==> src/rtl/cam_pkg.sv <==
`timescale 1ns/1ps
package cam_pkg;
  localparam int unsigned SYNC_STAGES = 2;

  function automatic int unsigned idx_w(input int unsigned n);
    return (n > 1) ? $clog2(n) : 1;
  endfunction
endpackage

==> src/rtl/cam_lowest_sel.sv <==
`timescale 1ns/1ps
module cam_lowest_sel #(
  parameter int unsigned N  = 8,
  parameter int unsigned IW = 3
) (
  input  logic [N-1:0]  req,
  output logic          found,
  output logic [IW-1:0] idx
);
  always_comb begin
    found = |req;
    idx   = '0;
    for (int i = N - 1; i >= 0; i--) begin
      if (req[i]) idx = IW'(i);
    end
  end
endmodule

==> src/rtl/cam_store.sv <==
`timescale 1ns/1ps
module cam_store #(
  parameter int unsigned WORDS = 8,
  parameter int unsigned WIDTH = 16,
  parameter int unsigned IW    = 3
) (
  input  logic                         clk,
  input  logic                         rst_n,
  input  logic                         wr_en,
  input  logic [WIDTH-1:0]             wr_data,
  input  logic                         clr_en,
  input  logic [IW-1:0]                clr_idx,
  output logic [WORDS-1:0][WIDTH-1:0]  words,
  output logic [WORDS-1:0]             valid,
  output logic                         full
);
  logic [WORDS-1:0] valid_q, valid_d, wr_sel;
  logic             free_found;
  logic [IW-1:0]    free_idx;

  cam_lowest_sel #(.N(WORDS), .IW(IW)) u_free (
    .req   (~valid_q),
    .found (free_found),
    .idx   (free_idx)
  );

  always_comb begin
    valid_d = valid_q;
    wr_sel  = '0;
    if (clr_en && (int'(clr_idx) < int'(WORDS))) valid_d[clr_idx] = 1'b0;
    if (wr_en && free_found) begin
      valid_d[free_idx] = 1'b1;
      wr_sel[free_idx]  = 1'b1;
    end
  end

  always_ff @(posedge clk or negedge rst_n) begin
    if (!rst_n) valid_q <= '0;
    else        valid_q <= valid_d;
  end

  for (genvar g = 0; g < WORDS; g++) begin : g_word
    logic [WIDTH-1:0] word_q;
    always_ff @(posedge clk) begin
      if (wr_sel[g]) word_q <= wr_data;
    end
    assign words[g] = word_q;
  end

  assign valid = valid_q;
  assign full  = &valid_q;
endmodule

==> src/rtl/cam_compare.sv <==
`timescale 1ns/1ps
module cam_compare #(
  parameter int unsigned WORDS = 8,
  parameter int unsigned WIDTH = 16
) (
  input  logic [WORDS-1:0][WIDTH-1:0] words,
  input  logic [WORDS-1:0]            valid,
  input  logic [WIDTH-1:0]            arg,
  input  logic [WIDTH-1:0]            key,
  output logic [WORDS-1:0]            hit
);
  for (genvar g = 0; g < WORDS; g++) begin : g_line
    assign hit[g] = valid[g] & ~|((words[g] ^ arg) & key);
  end
endmodule

==> src/rtl/masked_cam.sv <==
`timescale 1ns/1ps
module masked_cam #(
  parameter int unsigned WORDS = 8,
  parameter int unsigned WIDTH = 16,
  localparam int unsigned IDX_W = cam_pkg::idx_w(WORDS)
) (
  input  logic             clk,
  input  logic             rst_n,
  input  logic             wr_en,
  input  logic [WIDTH-1:0] wr_data,
  input  logic             clr_en,
  input  logic [IDX_W-1:0] clr_idx,
  input  logic             srch_en,
  input  logic [WIDTH-1:0] arg,
  input  logic [WIDTH-1:0] key,
  output logic             full,
  output logic [WORDS-1:0] match_vec,
  output logic             any_match,
  output logic [IDX_W-1:0] match_idx,
  output logic [WIDTH-1:0] rd_data
);
  localparam int unsigned NS = cam_pkg::SYNC_STAGES;

  // reset: asserted at once, released after NS clock edges
  logic [NS-1:0] rst_pipe;
  logic          rst_sync_n;
  always_ff @(posedge clk or negedge rst_n) begin
    if (!rst_n) rst_pipe <= '0;
    else        rst_pipe <= {rst_pipe[NS-2:0], 1'b1};
  end
  assign rst_sync_n = rst_pipe[NS-1];

  logic [WORDS-1:0][WIDTH-1:0] st_words;
  logic [WORDS-1:0]            st_valid;
  logic [WORDS-1:0]            hit;
  logic                        hit_found;
  logic [IDX_W-1:0]            hit_idx;

  cam_store #(.WORDS(WORDS), .WIDTH(WIDTH), .IW(IDX_W)) u_store (
    .clk     (clk),
    .rst_n   (rst_sync_n),
    .wr_en   (wr_en),
    .wr_data (wr_data),
    .clr_en  (clr_en),
    .clr_idx (clr_idx),
    .words   (st_words),
    .valid   (st_valid),
    .full    (full)
  );

  cam_compare #(.WORDS(WORDS), .WIDTH(WIDTH)) u_cmp (
    .words (st_words),
    .valid (st_valid),
    .arg   (arg),
    .key   (key),
    .hit   (hit)
  );

  cam_lowest_sel #(.N(WORDS), .IW(IDX_W)) u_hit_sel (
    .req   (hit),
    .found (hit_found),
    .idx   (hit_idx)
  );

  logic [WORDS-1:0] mv_q, mv_d;
  logic             any_q, any_d;
  logic [IDX_W-1:0] idx_q, idx_d;
  logic [WIDTH-1:0] rd_q, rd_d;

  always_comb begin
    mv_d  = mv_q;
    any_d = any_q;
    idx_d = idx_q;
    rd_d  = rd_q;
    if (srch_en) begin
      mv_d  = hit;
      any_d = hit_found;
      idx_d = hit_idx;
      rd_d  = hit_found ? st_words[hit_idx] : '0;
    end
  end

  always_ff @(posedge clk or negedge rst_sync_n) begin
    if (!rst_sync_n) begin
      mv_q  <= '0;
      any_q <= 1'b0;
      idx_q <= '0;
      rd_q  <= '0;
    end else if (srch_en) begin
      mv_q  <= mv_d;
      any_q <= any_d;
      idx_q <= idx_d;
      rd_q  <= rd_d;
    end
  end

  assign match_vec = mv_q;
  assign any_match = any_q;
  assign match_idx = idx_q;
  assign rd_data   = rd_q;
endmodule

==> config.mk <==
export PLATFORM = sky130hd
export DESIGN_NAME = masked_cam
export DESIGN_NICKNAME = d
export VERILOG_FILES = /design/src/rtl/cam_pkg.sv /design/src/rtl/cam_lowest_sel.sv /design/src/rtl/cam_store.sv /design/src/rtl/cam_compare.sv /design/src/rtl/masked_cam.sv
export SDC_FILE = /design/constraint.sdc
export NUM_CORES = 1
export LEC_CHECK = 0
export BUFFER_PORTS_ARGS = -buffer_cell sky130_fd_sc_hd__buf_2
export CORE_MARGIN = 5
export CORE_UTILIZATION = 53
export DETAILED_ROUTE_END_ITERATION = 7
export HOLD_SLACK_MARGIN = 0.03
export PLACE_DENSITY = 0.75
export REMOVE_ABC_BUFFERS = 1
export SYNTH_ARGS = -nofsm -noshare
export SYNTH_HDL_FRONTEND = slang
export SYNTH_SLANG_ARGS = --single-unit
export TNS_END_PERCENT = 5
==> constraint.sdc <==
create_clock -name clk -period 1.8 [get_ports clk]
set_clock_uncertainty 0.05 [all_clocks]
set_input_delay 0.09 -clock clk [delete_from_list [all_inputs] [get_ports clk]]
set_output_delay 0.09 -clock clk [all_outputs]
set_load 0.02 [all_outputs]
==> flow_summary_export.csv <==
group,metric,value,unit
routing,first_pass_iters,5,
setup_path,rrSetupSlack,-1.16,ns
synth,synthFlopType,"edfxtp_1",
clocking,cts_tree,"built",
floorplanning,initial_core_util,53.4,%
synth,syn_avg_cell_area,11.9,um^2
clocking,root_buffer,"clkbuf_16",
pwr,clockPowerShare,30.4,%
setup_path,crit_path_top_delay_cell,"edfxtp_1",
routing,dr_total_vias,7817,
layout,nets,1067,
synth,synth.area.top_cells,"edfxtp_1 (44%), xor2_1 (13%), dfrtp_1 (11%)",
synth,ys_seq_area_share,55.0,%
min_path,hold_class,"in -> reg",
routing,drtIter0Drc,1116,
sta,worst_slew_pin_slew,0.526,ns
clocking,cts.clk_slew.worst_paths,0.07,ns
setup_path,path_cells,"xor2_1, a22oi_2, nand4_1, a2111oi_4, buf_4, nor2_4, a211oi_2, nand3b_1, buf_6, o31ai_4, a22oi_2",
pwr,p_sw_share,31.6,%
setup_path,slowest_delay,0.42,ns
setup_path,crit_required,2.06,ns
sta,rsz0062_at_grt,"yes",
synth,synthArstFlopShare,22.9,%
synth,synth_top_area_share,44.1,%
setup_path,cpMostUsedCell,"a22oi_2",
pwr,power.leakage,0.00508,uW
layout,diodes,0,
placement,portBuffers,84,
pwr,vdd_drop_max,0.674,mV
global_route,grt_pass1_wl,48000,um
routing,wl_per_cell,26.4,um
sta,hold_ws,0.0991,ns
global_route,grt-ovfl-total,0,
setup_path,worstSetupPathType,"reg -> reg",
floorplanning,io_pins,85,
floorplanning,dieWidth,138,um
pwr,power_frac_comb,25.4,%
global_route,grt_start_max_net_pins,35,
layout,fillers,1147,
floorplanning,coreArea,0.0163,mm^2
floorplanning,die_y,138,um
routing,routed_wl,32900,um
layout,layout_commonest_cell,"buf_4",
pwr,finalPower,11200,uW
synth,yosysWarnings,0,
global_route,first_global_vias,7711,
outcome,violations,"negative setup slack",
routing,drcViolationCount,0,
sta,period_needed,2.96,ns
pwr,p_seq_share,44.1,%
placement,gp_congestion,1.04,
setup_path,startpoint_type,"register",
clocking,clock_latency,0.43,ns
sta,drv_slew,0,
clocking,cts_htree_levels,4,
layout,drive_gt1_share,39.1,%
global_route,antenna_found_initial,1,
pwr,p_int,7690,uW
setup_path,path_buf_inv,2,
synth,synth_cell_type_count,58,
global_route,grt_usage,33.7,%
setup_path,crit_family,"compound AO/OA/AOI/OAI gates",
synth,synth_edf_count,128,
synth,syn-instance-count,730,
placement,hpwl,23800,um
routing,ant_nets,0,
floorplanning,rows,47,
pwr,switching_power,3550,uW
setup_path,cp_data_arrival_time,3.21,ns
routing,via_per_inst,6.28,
clocking,clock-sinks,166,
synth,yosysTopAreaCell,"edfxtp_1",
synth,netlist_area,0.00872,mm^2
clocking,cts_buffers,17,
pwr,powerDensity,930,mW/mm^2
layout,mostFrequentLayoutCells,"buf_4 (176), edfxtp_1 (128), xor2_1 (122), buf_2 (84), nand2_1 (73)",
run,cap_viol_max_count,0,
sta,finalSetupViolCount,90,
setup_path,end_kind,"register",
clocking,cts_buffer_depth,2,
sta,worst_slack,-1.16,ns
synth,ys_ff_latch,166,
sta,relSlewSlack,64.9,%
floorplanning,die-area,0.0191,mm^2
outcome,status,"finished, violations left",
setup_path,critPathMaxFanout,3,
sta,finalCritPeriodShare,164,%
sta,hold_viol_final,0,
layout,syn_to_final_growth,38.6,%
sta,max_freq,338,MHz
[power groups by stage]
stage                     combinational (uW)  sequential [uW]  clock [uW]
final                                   2860             4960        3420
after global routing                    2980             5000        3600
after CTS                               2720             4940        3430
after detailed placement                2520             5010           0
after global placement                  2490             4990           0
after floorplan                          981             5040           0
[worst paths after layout]
check                              endpoint                         start  cells past startpoint
max in group asynchronous        rd_data[1]                   rst_pipe[1]                      1
min                             rd_data[11]                       srch_en                      3
max                              rd_data[2]  u_store.g_word[6].word_q[11]                     11
min in group asynchronous  u_store.valid[7]                   rst_pipe[1]                      0
max reg2reg                      rd_data[2]  u_store.g_word[6].word_q[11]                     11
min reg2reg                u_store.valid[7]                   rst_pipe[1]                      0
[per-stage QoR]
stage | setup TNS, ns | setup WS (ns) | std cells | instance area, um^2 | util, %
global placement | -23.20 | -1.40 | 1159 | 10600 | 65.0
CTS | -21.25 | -1.00 | 1238 | 11900 | 72.7
finish | -25.85 | -1.16 | 1244 | 12100 | 73.9
detailed placement | -24.48 | -1.44 | 1159 | 10600 | 65.0
floorplan | -50.85 | -1.47 | 675 | 8450 | -
global route | -30.81 | -1.21 | 1244 | 12100 | 73.9
[layer usage]
metal	track usage, %	vias up	wire length, um
li1	-	3303	-
met1	45.0	3846	12900
met2	53.8	553	15400
met3	6.87	113	3010
met4	14.5	2	1540
met5	0	-	20
[final cells by class]
type / instances / area, um^2 / share of cell area (%)
sequential: 166 / 4800 / 39.7
timing repair buffer: 317 / 2460 / 20.4
inverter: 9 / 33.8 / 0.279
multi-input combinational: 500 / 3980 / 33.0
tap: 220 / 275 / 2.28
clock buffer: 20 / 447 / 3.69
clock inverter: 12 / 90.1 / 0.745
[cell usage after synthesis (all sizes together) (9+ instances only)]
| cell type | count |
|---|---|
| mux2i | 18 |
| clkbuf | 29 |
| nor2 | 25 |
| xor2 | 128 |
| a21oi | 16 |
| nand4 | 18 |
| o22a | 16 |
| a22oi | 60 |
| o21ai | 19 |
| dfrtp | 38 |
| edfxtp | 128 |
| nand2 | 76 |
| o31ai | 9 |
| buf | 26 |
[timing repair]
item | CTS | global route
buffers inserted | 21 | 6
endpoints found under the setup margin | 76 | 92
hold buffers | 26 | 0
pin swaps | 38 | 26
gates cloned | 0 | 0
endpoints found under the hold margin | 138 | 0
gates resized for setup | 70 | 33
[cells by family (layout without fill, tap and decap cells)]
family                 count (synthesis)  in the layout  synth area share (%)
multiplexers                          24             24                  2.84
XOR/XNOR                             128            128                  12.9
flip-flops                           166            166                  55.0
AND/OR/NAND/NOR                      164            164                  9.08
other                                  1              1                0.0430
buffers and inverters                 64            358                  3.54
AO/OA/AOI/OAI                        183            183                  16.7
[state kept, by name (all words and copies together) (netlist names)]
register               cells
rst_pipe                   2
u_store.valid              8
u_store.g_word.word_q    128
match_vec                  8
any_match                  1
match_idx                  3
rd_data                   16
[tightest hold or removal path: cells and delay by family]
family / cells / cell delay (ns)
AOI/OAI and AO/OA: 1 / 0.11
buffers and inverters: 2 / 0.33
Note: power is estimated with default switching activity, not from simulation.
